### config.mk
export PLATFORM = sky130hd
export DESIGN_NAME = ddr2_init_seq
export DESIGN_NICKNAME = d
export VERILOG_FILES = /design/src/rtl/ddr2_init_pkg.sv /design/src/rtl/ddr2_step_rom.sv /design/src/rtl/ddr2_wait_timer.sv /design/src/rtl/ddr2_ref_timer.sv /design/src/rtl/ddr2_init_seq.sv
export SDC_FILE = /design/constraint.sdc
export NUM_CORES = 1
export LEC_CHECK = 0
export ABC_AREA = 1
export BUFFER_PORTS_ARGS = -buffer_cell sky130_fd_sc_hd__buf_2
export CAP_MARGIN = 5
export CORE_ASPECT_RATIO = 0.9
export CORE_MARGIN = 3
export CORE_UTILIZATION = 55
export DETAILED_ROUTE_END_ITERATION = 16
export HOLD_SLACK_MARGIN = 0.02
export PLACE_DENSITY = 0.85
export SLEW_MARGIN = 15
export SYNTH_ARGS = -nofsm -noshare
export SYNTH_HDL_FRONTEND = slang
export SYNTH_SLANG_ARGS = --single-unit
### constraint.sdc
create_clock -name clk -period 6 [get_ports clk]
set_input_delay 1.2 -clock clk [delete_from_list [all_inputs] [get_ports clk]]
set_output_delay 1.2 -clock clk [all_outputs]
set_load 0.01 [all_outputs]
### src/rtl/ddr2_init_pkg.sv
// Shared types for the DDR2 init sequencer: operation codes, wait classes,
// the per-step descriptor and the command word packer.
// Assumes a 16-bit register value field in the low bits of the word.
package ddr2_init_pkg;

    typedef enum logic [3:0] {
        OP_MRW   = 4'd0,
        OP_PALL  = 4'd1,
        OP_REF   = 4'd5,
        OP_DESEL = 4'd7
    } op_t;

    typedef enum logic [2:0] {
        WC_NONE,
        WC_RP,
        WC_RFC,
        WC_MRD,
        WC_DLL
    } wcls_t;

    typedef struct packed {
        op_t         op;
        logic [1:0]  bank;
        logic [15:0] value;
        wcls_t       wcls;
    } step_t;

    localparam int unsigned NUM_STEPS = 12;

    // Pack operation, chip select, bank and value into the 32-bit word.
    function automatic logic [31:0] pack_word(op_t op, logic cs,
                                              logic [1:0] bank,
                                              logic [15:0] value);
        return {4'h0, op, 3'b000, cs, 2'b00, bank, value};
    endfunction

endpackage

### src/rtl/ddr2_step_rom.sv
// Step table: maps a step index (0..11) to the command that step issues
// and the class of wait that follows it. Purely combinational.
// Assumes indices beyond the last step are never presented; they decode
// to a deselect with no wait.
module ddr2_step_rom
    import ddr2_init_pkg::*;
(
    input  logic [3:0] step_idx,
    output step_t      step
);

    // Decode one step of the per-rank ritual.
    always_comb begin
        step = '{op: OP_DESEL, bank: 2'd0, value: 16'h0000, wcls: WC_NONE};
        case (step_idx)
            4'd0:  step = '{op: OP_DESEL, bank: 2'd0, value: 16'h0000, wcls: WC_NONE};
            4'd1:  step = '{op: OP_PALL,  bank: 2'd0, value: 16'h0000, wcls: WC_RP};
            4'd2:  step = '{op: OP_MRW,   bank: 2'd2, value: 16'h0000, wcls: WC_MRD};
            4'd3:  step = '{op: OP_MRW,   bank: 2'd3, value: 16'h0000, wcls: WC_MRD};
            4'd4:  step = '{op: OP_MRW,   bank: 2'd1, value: 16'h0400, wcls: WC_MRD};
            4'd5:  step = '{op: OP_MRW,   bank: 2'd0, value: 16'h0542, wcls: WC_DLL};
            4'd6:  step = '{op: OP_PALL,  bank: 2'd0, value: 16'h0000, wcls: WC_RP};
            4'd7:  step = '{op: OP_REF,   bank: 2'd0, value: 16'h0000, wcls: WC_RFC};
            4'd8:  step = '{op: OP_REF,   bank: 2'd0, value: 16'h0000, wcls: WC_RFC};
            4'd9:  step = '{op: OP_MRW,   bank: 2'd0, value: 16'h0442, wcls: WC_MRD};
            4'd10: step = '{op: OP_MRW,   bank: 2'd1, value: 16'h0780, wcls: WC_MRD};
            4'd11: step = '{op: OP_MRW,   bank: 2'd1, value: 16'h0400, wcls: WC_MRD};
            default: ;
        endcase
    end

endmodule

### src/rtl/ddr2_wait_timer.sv
// Down-counter for inter-command gaps. A load sets the count; it then
// decrements once per cycle and rests at zero. The caller leaves its wait
// state on the cycle the count reads zero, giving load_val+1 wait cycles.
module ddr2_wait_timer #(
    parameter int CNT_W = 16
) (
    input  logic             clk,
    input  logic             rst_n,
    input  logic             load,
    input  logic [CNT_W-1:0] load_val,
    output logic             cnt_zero
);

    logic [CNT_W-1:0] cnt;

    // Load on request, otherwise count down towards zero.
    always_ff @(posedge clk) begin
        if (!rst_n)
            cnt <= '0;
        else if (load)
            cnt <= load_val;
        else if (cnt != '0)
            cnt <= cnt - 1'b1;
    end

    assign cnt_zero = (cnt == '0);

    // an unloaded nonzero count falls by exactly one per cycle.
    p_count_down_r5: assert property (@(posedge clk) disable iff (!rst_n)
        (!load && cnt != '0) |=> (cnt == $past(cnt) - 1'b1));

endmodule

### src/rtl/ddr2_ref_timer.sv
// Periodic refresh pacer. While enabled, counts cycles and emits a
// one-cycle tick every `interval` cycles, the first in cycle interval-1.
// Assumes interval >= 2; held at zero while disabled.
module ddr2_ref_timer #(
    parameter int REF_W = 16
) (
    input  logic             clk,
    input  logic             rst_n,
    input  logic             en,
    input  logic [REF_W-1:0] interval,
    output logic             tick
);

    logic [REF_W-1:0] cnt;
    logic [REF_W-1:0] last;

    assign last = interval - 1'b1;
    assign tick = en && (cnt == last);

    // Advance the interval counter and wrap on the tick.
    always_ff @(posedge clk) begin
        if (!rst_n || !en)
            cnt <= '0;
        else if (cnt >= last)
            cnt <= '0;
        else
            cnt <= cnt + 1'b1;
    end

    // a tick never lasts two cycles when the interval is legal.
    p_single_pulse_r8: assert property (@(posedge clk) disable iff (!rst_n)
        (tick && interval > 1) |=> !tick);

endmodule

### src/rtl/ddr2_init_seq.sv
// DDR2 power-up sequencer top. Walks the step table once per rank through
// a valid/ready direct-command port, inserting a class-dependent wait after
// each accepted command, then enables periodic refresh.
// Assumes: start is honoured only from idle; ref_interval >= 2.
module ddr2_init_seq
    import ddr2_init_pkg::*;
#(
    parameter int NUM_RANKS = 2,
    parameter int CNT_W     = 16,
    parameter int REF_W     = 16
) (
    input  logic             clk,
    input  logic             rst_n,
    input  logic             start,
    input  logic [CNT_W-1:0] t_rp,
    input  logic [CNT_W-1:0] t_rfc,
    input  logic [CNT_W-1:0] t_mrd,
    input  logic [CNT_W-1:0] t_dll,
    input  logic [REF_W-1:0] ref_interval,
    output logic [31:0]      cmd_word,
    output logic             cmd_valid,
    input  logic             cmd_ready,
    output logic             auto_ref_en,
    output logic             ref_req,
    output logic             init_done
);

    localparam logic [3:0] LAST_STEP = 4'(NUM_STEPS - 1);

    typedef enum logic [1:0] {S_IDLE, S_ISSUE, S_WAIT, S_DONE} state_t;

    state_t           state;
    logic [3:0]       step_idx;
    logic             rank;
    logic             last_rank;
    step_t            cur;
    logic [CNT_W-1:0] wait_val;
    logic             accept;
    logic             gap_over;
    logic             finished;

    ddr2_step_rom u_rom (
        .step_idx (step_idx),
        .step     (cur)
    );

    // Choose the wait that follows the current command.
    always_comb begin
        case (cur.wcls)
            WC_RP:   wait_val = t_rp;
            WC_RFC:  wait_val = t_rfc;
            WC_MRD:  wait_val = t_mrd;
            WC_DLL:  wait_val = t_dll;
            default: wait_val = '0;
        endcase
    end

    assign accept = (state == S_ISSUE) && cmd_ready;

    ddr2_wait_timer #(.CNT_W(CNT_W)) u_gap (
        .clk      (clk),
        .rst_n    (rst_n),
        .load     (accept),
        .load_val (wait_val),
        .cnt_zero (gap_over)
    );

    generate
        if (NUM_RANKS > 1) begin : g_two_rank
            assign last_rank = rank;
        end else begin : g_one_rank
            assign last_rank = 1'b1;
        end
    endgenerate

    // Sequence control: step through the table, then ranks, then done.
    always_ff @(posedge clk) begin
        if (!rst_n) begin
            state    <= S_IDLE;
            step_idx <= '0;
            rank     <= 1'b0;
        end else begin
            case (state)
                S_IDLE: if (start) begin
                    state    <= S_ISSUE;
                    step_idx <= '0;
                    rank     <= 1'b0;
                end
                S_ISSUE: if (cmd_ready) state <= S_WAIT;
                S_WAIT: if (gap_over) begin
                    if (step_idx != LAST_STEP) begin
                        step_idx <= step_idx + 1'b1;
                        state    <= S_ISSUE;
                    end else if (!last_rank) begin
                        step_idx <= '0;
                        rank     <= 1'b1;
                        state    <= S_ISSUE;
                    end else begin
                        state    <= S_DONE;
                    end
                end
                default: ;
            endcase
        end
    end

    assign finished    = (state == S_DONE);
    assign init_done   = finished;
    assign auto_ref_en = finished;
    assign cmd_valid   = (state == S_ISSUE);
    assign cmd_word    = pack_word(cur.op, rank, cur.bank, cur.value);

    ddr2_ref_timer #(.REF_W(REF_W)) u_ref (
        .clk      (clk),
        .rst_n    (rst_n),
        .en       (finished),
        .interval (ref_interval),
        .tick     (ref_req)
    );

    // a pending command holds its word until accepted.
    p_hold_r4: assert property (@(posedge clk) disable iff (!rst_n)
        (cmd_valid && !cmd_ready) |=> (cmd_valid && $stable(cmd_word)));

    // reserved bits of a presented word are zero.
    p_reserved_zero_r2: assert property (@(posedge clk) disable iff (!rst_n)
        cmd_valid |-> (cmd_word[31:28] == 4'h0 && cmd_word[23:21] == 3'b000
                       && cmd_word[19:18] == 2'b00));

    // no refresh request before the sequence completes.
    p_no_early_ref_r7: assert property (@(posedge clk) disable iff (!rst_n)
        !init_done |-> !ref_req);

    // completion is sticky and silences the command port.
    p_done_sticky_r10: assert property (@(posedge clk) disable iff (!rst_n)
        init_done |=> (init_done && !cmd_valid));

endmodule

### Yosys cells after proc, flatten, opt, wreduce, memory -nomap -nowiden

Index checks and enable logic that the tools add are counted.
W data, S select, Z words.

| operators by class | value |
|---|---|
| $add $sub $neg | 4 |
| order comparisons | 1 |
| equality and inequality tests | 25 |
| muxes and demuxes | 19 |
| reductions and logical operators | 18 |

Operators with widths:

| cell | number |
|---|---|
| $pmux W24 S8 | 1 |
| $pmux W16 S4 | 1 |
| $mux W16 | 2 |
| $sub A16 B1 Y16 const B | 2 |
| $add A16 B1 Y16 const B | 1 |
| $eq A16 B16 Y1 | 1 |
| $eq A4 B3 Y1 const B | 4 |
| $eq A4 B4 Y1 const B | 4 |
| $ge A16 B16 Y1 | 1 |
| $logic_not A16 Y1 | 1 |
| $mux W4 | 4 |
| $reduce_bool A16 Y1 | 1 |
| $reduce_and A4 Y1 | 3 |
| $mux W2 | 5 |
| $eq A4 B2 Y1 const B | 2 |
| $pmux W4 S2 | 1 |
| $reduce_or A2 Y1 | 4 |
| $eq A3 B2 Y1 const B | 2 |
| $ne A2 B2 Y1 const B | 3 |
| $pmux W2 S3 | 1 |
| $add A4 B1 Y4 const B | 1 |
| $eq A2 B2 Y1 const B | 2 |
| $eq A4 B1 Y1 const B | 1 |
| $ne A4 B4 Y1 const B | 1 |
| 13 further kinds | 18 |

| word-level totals | value |
|---|---|
| register bits after elaboration | 39 |
| output and inout port bits | 36 |
| logic and storage cells | 72 |

### Depth between registers and ports, before layout

Gate-level depths: netlist (run 1).

| logic depth | value |
|---|---|
| depth in word-level cells | 6 |
| depth in mapped cells | 18 |
| gate-level depth less buffers | 17 |

### By module

From an unflattened synthesis (run 1), not the netlist that was laid out.

| second synthesis, totals | value |
|---|---|
| cells, all modules | 666 |
| area total of the unflattened synthesis | 4010.1 um^2 |

Modules (own cells, without submodules):

| module | instances | cells an instance | area an instance (um^2) | seq. area each (um^2) |
|---|---|---|---|---|
| ddr2_ref_timer | 1 | 244 | 1565.3 | 320.3 |
| ddr2_wait_timer | 1 | 180 | 1114.8 | 320.3 |
| ddr2_init_seq | 1 | 182 | 1013.5 | 140.1 |
| ddr2_step_rom | 1 | 60 | 316.6 | 0.0 |

### Worst setup path after synthesis (run 1)

OpenSTA, ideal clock, no wires.

| timing | value |
|---|---|
| path kind | input to output |
| from | in ref_interval[0] |
| to | out ref_req |
| arrival | 3202 ps |
| data required time | 4800 ps |
| slack | 1598 ps |
| stages on the path | 15 |
| cell sequence | inv_1 ha_1 nand2_1 nor2_1 inv_1 nor4_1 nand2_1 nor3_1 xor2_1 inv_1 ha_1 nand4_1 nor2_1 nand3_1 nor2_1 |

| on the way | value |
|---|---|
| cells in the longest elaborated chain, start to end | 3 |

Ends and longest elaborated chain:

| item | line | source |
|---|---|---|
| start: declaration | ddr2_init_seq.sv:19 | `input logic [REF_W-1:0] ref_interval,` |
| $sub A16 B1 Y16 | ddr2_ref_timer.sv:17 | `assign last = interval - 1'b1;` |
| $eq A16 B16 Y1 | ddr2_ref_timer.sv:18 | `assign tick = en && (cnt == last);` |
| $logic_and A1 B1 Y1 | ddr2_ref_timer.sv:18 |  |
| end: declaration | ddr2_init_seq.sv:24 | `output logic ref_req,` |

Every way passes these cells.

### Worst setup path in the final report (run 1)

Same ends and word-level chain as after synthesis.

==> results of run 1 <==
[cell families after synthesis]
logic type / after synthesis / share of synthesized area
flops: 39 / 0.2082
buf+inv: 107 / 0.1395
other cells: 1 / 0.001000
simple gates: 329 / 0.4108
fa+ha+maj: 28 / 0.09343
compound gates: 65 / 0.09343
xor+xnor: 23 / 0.05372
[sequential cells by signal (all words and copies together), names as in the netlist]
| register | flops |
|---|---|
| u_ref.cnt | 16 |
| last_rank | 1 |
| state | 2 |
| step_idx | 4 |
| u_gap.cnt | 16 |
[stage by stage]
stage	setup WS [ns]	instance area, sq um
floorplan	1.598	3821
global route	0.7546	4254
CTS	1.027	4254
finish	1.047	4254
detailed placement	1.050	4173
global placement	1.275	4173
[synthesized netlist by cell type]
| master | count | area, sq um |
|---|---|---|
| a21o_1 | 1 | 7.510 |
| a21oi_1 | 30 | 150.1 |
| a31o_2 | 1 | 8.760 |
| a31oi_1 | 3 | 18.77 |
| and2_1 | 1 | 6.260 |
| and3_1 | 1 | 6.260 |
| buf_2 | 4 | 20.02 |
| buf_4 | 25 | 187.7 |
| buf_6 | 2 | 22.52 |
| clkbuf_1 | 6 | 22.52 |
| clkinv_1 | 1 | 3.750 |
| conb_1 | 1 | 3.750 |
| dfxtp_1 | 39 | 780.8 |
| ha_1 | 28 | 350.3 |
| inv_1 | 64 | 240.2 |
| inv_2 | 3 | 11.26 |
| inv_4 | 1 | 6.260 |
| inv_6 | 1 | 8.760 |
| nand2_1 | 145 | 544.3 |
| nand2_2 | 1 | 6.260 |
| nand2_4 | 1 | 11.26 |
| nand3_1 | 48 | 240.2 |
| nand3_2 | 3 | 30.03 |
| nand3_4 | 1 | 17.52 |
| nand4_1 | 32 | 200.2 |
| nor2_1 | 67 | 251.5 |
| nor2_2 | 5 | 31.28 |
| nor2_4 | 1 | 11.26 |
| nor3_1 | 10 | 50.05 |
| nor3_2 | 3 | 30.03 |
| nor3_4 | 4 | 65.06 |
| nor3b_1 | 1 | 7.510 |
| nor4_1 | 2 | 12.51 |
| o211ai_1 | 2 | 15.01 |
| o21a_1 | 4 | 30.03 |
| o21ai_0 | 17 | 85.08 |
| o21ai_1 | 7 | 35.03 |
| or2_0 | 1 | 6.260 |
| or2_2 | 1 | 6.260 |
| or3_1 | 1 | 6.260 |
| xnor2_1 | 8 | 70.07 |
| xor2_1 | 15 | 131.4 |
[worst max-delay path: stages]
cell	delay, ns
buf_2	0.10
inv_1	0.10
ha_1	0.21
nand2_1	0.09
nor2_1	0.09
inv_1	0.07
nor4_1	0.25
nand2_1	0.18
nor3_1	0.21
xor2_1	0.17
inv_1	0.06
ha_1	0.29
nand4_1	0.14
nor2_1	0.20
nand3_1	0.13
nor2_1	0.11
buf_2	0.13
[final cells by class]
class	instances	area [sq um]	share of cell area
clock inverters	1	5.005	0.001176
flip-flops and latches	39	780.7	0.1835
clock buffers	7	76.32	0.01794
repair buffers	99	495.5	0.1165
inverters	70	270.3	0.06353
multi-input cells	465	2517	0.5918
well taps	87	108.9	0.02559
[metal layers]
metal	routed length, microns	track usage	up-vias
li1	-	-	2067
met1	4404	0.3290	1875
met2	4680	0.3996	125
met3	520	0.02957	17
met4	151	0.06125	0
met5	0	0	-
[worst paths after layout]
check	from	to	slack, ns
worst max-delay path	ref_interval[0]	ref_req	1.05
worst min-delay path	u_ref.cnt[0]$_SDFF_PP0_	u_ref.cnt[0]$_SDFF_PP0_	0.49
worst max register to register	step_idx[1]$_SDFFE_PN0P_	u_gap.cnt[6]$_SDFFE_PN0P_	3.67
worst min register to register	u_ref.cnt[0]$_SDFF_PP0_	u_ref.cnt[0]$_SDFF_PP0_	0.49
[power groups by stage]
stage               logic (mW)  registers [mW]  clock network [mW]
floorplan                0.503           0.354                   0
global placement         0.602           0.365                   0
detailed placement       0.622           0.369                   0
CTS                      0.627           0.363               0.174
global route             0.726           0.372               0.188
finish                   0.640           0.366               0.170
==> parameters.txt, run 1 <==
Parameter                              Value

Floorplan
  CORE AREA ... about 6400 sq um
  Number of rows in the core area ... 27
  Starting utilization of the core area ... 0.5904
  Die Width ... slightly above 90 microns
  Overall die area ... slightly below 8000 sq um
  Number of top-level design ports ... 120
  Chip Height ... ~84 microns

Hold path
  Number of cells on the worst hold path ... 1
  Worst hold path class ... reg2reg

Detailed routing
  Detail Route Antenna Nets ... 0
  Iteration-0 DRC Markers ... approximately 220
  Number of DRC violations after detailed routing ... 0
  Total Wirelength ... 9.756 mm
  Routed via count ... 4084
  Routed WL per cell ... around 13 microns
  Via-to-Cell Ratio ... ~5.3
  Count of TritonRoute iterations in the first routing pass ... 5

Cells and area
  Layout filler cell count ... 581
  Fraction of layout instances using a drive strength above 1 ... 0.1924
  Most frequent cells in the layout ... nand2_1 (145), buf_2 (99), nor2_1 (67)
  Synthesis-to-layout area growth ... 13.45%
  Net count reported at finish ... about 790
  Most common library cell in the layout ignoring fill and taps ... nand2_1
  Final instance count without filler cells ... 768
  Final Util ... 0.6698
  Antenna Diode Count ... 0

CTS
  Maximum root-to-sink buffer count ... 2
  Clock sinks ... 39
  H-tree depth ... 2
  Number of buffers inserted during clock tree synthesis ... 5
  Hold Buf Count CTS ... 0
  Post-CTS setup buffer count ... 0
  Worst skew pair latency ... slightly below 0.3 ns
  Clock Pin Slew Worst Setup and Hold Paths ... 0.07 ns
  # resized after CTS ... 0
  CTS tree ... yes
  CTS root buf ... clkbuf_8

Yosys
  Post-synth design cell area ... around 3700 sq um
  Flip-flop and latch count after synthesis ... 39
  Number of distinct standard cells referenced by the synthesized netlist ... 42
  Mapped Cells ... between 500 and 600
  YS warnings ... 0
  Syn avg cell area ... around 6.3 sq um
  Seq/Total Area, Yosys ... 0.2082

Power and ir drop
  Peak supply drop ... just over 0.0002 V
  Proportion of total power due to net switching ... 0.4654
  PnR Total Power ... ~1.2 mW
  Combinational group share of total power ... 0.544
  Proportion of power drawn by the clock network ... 0.145
  Ratio of total power to cell area ... between 200 and 300 nW/um^2
  Sequential fraction of design power ... 0.311
  Pint ... around 630 uW
  Net switching power figure ... between 500 and 600 uW
  Leakage ... around 2.2 nW

Place
  Final weighted congestion in routability-driven placement ... 0.9440
  Input/output buffers ... roughly 100
  Post-placement cell count ... 760
  Dpl hpwl ... 7.817 mm

Setup path
  Required time reported for the critical path endpoint ... roughly 4.8 ns
  Endpoint kind of the worst setup timing path ... primary output
  Worst Reg-to-Reg Cells ... 9
  Critical Path Start Type ... input pin
  Data arrival time of the critical path ... about 3.8 ns
  Critical path start-end classification ... in2out
  Max FO, Critical Path ... 4

Timing
  Relative slew slack ... 0.5281
  Final hold vios ... 0
  Final clock period utilization by the worst path ... 0.8256
  Hold slack final ... 0.4913 ns
  Aggregate negative setup slack ... 0 ns
  Max frequency ... approximately 200 MHz
  Final period demand of the worst path ... 4.953 ns
  Unrepaired setup endpoints after global routing ... false
  Max-slew violations ... 0
  Worst clock skew ... between 0.008 and 0.009 ns
  Count of final setup violators ... 0
  Slew of the pin with the lowest slew margin ... 0.7057 ns

Run
  Number of max-capacitance violations reported ... 0

Global route
  Leftover overflow at the end of global routing ... 0
  Wire length of the first global-routing pass ... 15.84 mm
  GRT Resource Usage Total ... 0.2401
  Via count of the first global-routing pass ... 3636
  Maximum number of pins on one net before global-route repair ... 28
  Initial antenna violation count ... 0

Outcome
  Outcome ... finished clean
Power figures use the tool's default switching activity.
==> run 2: changes to the inputs <==
--- a/config.mk
+++ b/config.mk
@@ -10,10 +10,10 @@
 export CAP_MARGIN = 5
 export CORE_ASPECT_RATIO = 0.9
 export CORE_MARGIN = 3
-export CORE_UTILIZATION = 55
+export CORE_UTILIZATION = 47
 export DETAILED_ROUTE_END_ITERATION = 16
 export HOLD_SLACK_MARGIN = 0.02
-export PLACE_DENSITY = 0.85
+export PLACE_DENSITY = 0.78
 export SLEW_MARGIN = 15
 export SYNTH_ARGS = -nofsm -noshare
 export SYNTH_HDL_FRONTEND = slang
==> constraint.sdc (replaced) <==
create_clock -name clk -period 4.1 [get_ports clk]
set_input_delay 0.82 -clock clk [delete_from_list [all_inputs] [get_ports clk]]
set_output_delay 0.82 -clock clk [all_outputs]
set_load 0.01 [all_outputs]
==> parameters.txt, run 2 (same netlist as run 1, synthesis figures left out) <==
Parameter                              Value

Floorplan
  Overall die area ... 9088 sq um (+16%)
  Die Width ... 100.2 microns (+7.7%)
  Chip Height ... 90.74 microns (+7.6%)
  Number of rows in the core area ... 30 (+11%)
  Number of top-level design ports ... 120 (unchanged)
  Starting utilization of the core area ... 0.4897 (-0.1007)
  CORE AREA ... 7657 sq um (+21%)

Timing
  Max frequency ... roughly 250 MHz
  Final period demand of the worst path ... about 4 ns
  Slew of the pin with the lowest slew margin ... 0.5590 ns (-0.1467 ns)
  Aggregate negative setup slack ... 0 ns (unchanged)
  Relative slew slack ... 0.6269 (+0.09881)
  Max-slew violations ... 0 (unchanged)
  Count of final setup violators ... 0 (unchanged)
  Worst clock skew ... 0.009889 ns (+0.001291 ns)
  Final hold vios ... 0 (unchanged)
  Final clock period utilization by the worst path ... 0.9641

Global route
  Initial antenna violation count ... 0 (unchanged)
  GRT Resource Usage Total ... 0.2049 (-0.03517)
  Via count of the first global-routing pass ... 3873 (+6.5%)
  Leftover overflow at the end of global routing ... 0 (unchanged)
  Wire length of the first global-routing pass ... 15.92 mm (+0.48%)
  Maximum number of pins on one net before global-route repair ... 28 (unchanged)

CTS
  Maximum root-to-sink buffer count ... 2 (unchanged)
  Clock sinks ... 39 (unchanged)
  Clock Pin Slew Worst Setup and Hold Paths ... 0.08 ns (about the same)
  CTS tree ... yes
  CTS root buf ... clkbuf_8
  H-tree depth ... 2 (unchanged)
  Number of buffers inserted during clock tree synthesis ... 5 (unchanged)
  Worst skew pair latency ... 0.29 ns (about the same)

Cells and area
  Most frequent cells in the layout ... nand2_1 (143), buf_2 (97), nor2_1 (64)
  Most common library cell in the layout ignoring fill and taps ... nand2_1
  Final instance count without filler cells ... 781 (+1.7%)
  Net count reported at finish ... 796 (+0.51%)
  Fraction of layout instances using a drive strength above 1 ... 0.2190 (+0.02661)
  Final Util ... 0.5809 (-0.08894)
  Synthesis-to-layout area growth ... 18.62%
  Antenna Diode Count ... 0 (unchanged)
  Registers with the most flip-flops ... u_gap.cnt (16), u_ref.cnt (16), step_idx (4)

Setup path
  Critical Path Start Type ... input pin
  Endpoint kind of the worst setup timing path ... primary output
  Critical path start-end classification ... in2out
  Required time reported for the critical path endpoint ... 3.28 ns (-1.52 ns)
  Data arrival time of the critical path ... 3.13 ns (-0.62 ns)
  Max FO, Critical Path ... 3 (-1)

Power and ir drop
  Peak supply drop ... 0.0002248 V (+11%)
  Ratio of total power to cell area ... 413.8 nW/um^2 (+50%)
  Leakage ... 2.230 nW (+3.0%)

Detailed routing
  Via-to-Cell Ratio ... 5.186 (-2.5%)
  Number of DRC violations after detailed routing ... 0 (unchanged)
  Iteration-0 DRC Markers ... 177 (-20%)
  Detail Route Antenna Nets ... 0 (unchanged)
  Routed via count ... 4050 (-0.83%)
  Count of TritonRoute iterations in the first routing pass ... 4 (-1)
  Total Wirelength ... 9.551 mm (-2.1%)
  Routed WL per cell ... 12.23 microns (-3.7%)

Hold path
  Worst hold path class ... reg2reg

Place
  Input/output buffers ... 99 (unchanged)
  Post-placement cell count ... 770 (+1.3%)
  Dpl hpwl ... 7.600 mm (-2.8%)
  Final weighted congestion in routability-driven placement ... 0.8696 (-7.9%)

Outcome
  Outcome ... finished clean

Run
  Number of max-capacitance violations reported ... 0 (unchanged)
run 2: cell count changes in the layout (fill, tap and decap cells not counted), sizes merged:
cell,change
clkinv,-1
bufinv,+2
clkbuf,-1
buf,+4
run 2: final cells by class:
type,instances,area [sq um]
clock buffer,6,72.57
clock inverter,2,60.06
fill,741,3209
inverter,70,275.3
multi-input combinational,465,2601
sequential,39,780.7
tap,96,120.1
timing repair buffer,103,538.0
run 2: power breakdown:
group	leakage [nW]	switching, mW	internal, mW
clock network	0.0654	0.137	0.243
logic	1.85	0.584	0.345
registers	0.318	0.0703	0.461
run 2: worst paths after layout:
| check | slack, ns | to | startpoint | depth (start not counted) |
|---|---|---|---|---|
| min | 0.49 | u_ref.cnt[0]$_SDFF_PP0_ | u_ref.cnt[0]$_SDFF_PP0_ | 1 |
| max | 0.15 | ref_req | ref_interval[0] | 17 |
| max reg2reg | 1.76 | u_gap.cnt[9]$_SDFFE_PN0P_ | step_idx[1]$_SDFFE_PN0P_ | 8 |
| min reg2reg | 0.49 | u_ref.cnt[0]$_SDFF_PP0_ | u_ref.cnt[0]$_SDFF_PP0_ | 1 |
run 2: worst max-delay path: stages:
cell	delay (ns)
buf_6	0.10
inv_4	0.06
ha_4	0.14
nand2_4	0.05
nor2_4	0.10
inv_2	0.05
nor4_4	0.27
nand2_2	0.15
nor3_4	0.20
xor2_1	0.16
inv_1	0.09
ha_4	0.26
nand4_1	0.15
nor2_2	0.18
nand3_2	0.09
nor2_1	0.11
buf_2	0.13
run 2: what timing repair did:
item                       CTS  global route
setup buffers                0             3
resized for setup            1            22
setup endpoints to repair    1             1
hold buffers                 0             0
pin swaps                    0            11
run 2: stage by stage:
| stage | hold slack (ns) | cell area (sq um) | setup slack [ns] | power, mW |
|---|---|---|---|---|
| 2_1_floorplan | 0.4415 | 3821 | 0.4578 | 1.255 |
| 3_3_place_gp | 0.4611 | 4192 | 0.1379 | 1.410 |
| 5_1_grt | 0.5288 | 4448 | -0.02793 | 2.014 |
| 4_1_cts | 0.4903 | 4330 | 0.08032 | 1.829 |
| 6_report | 0.4917 | 4448 | 0.1473 | 1.841 |
| 3_5_place_dp | 0.4709 | 4192 | -0.005605 | 1.448 |
run 2: layer usage:
metal,part of all wire,global-route usage
met3,0.052,0.03475
met5,0,0
met1,0.41,0.2442
met2,0.53,0.3813
met4,0.0091,0.03816
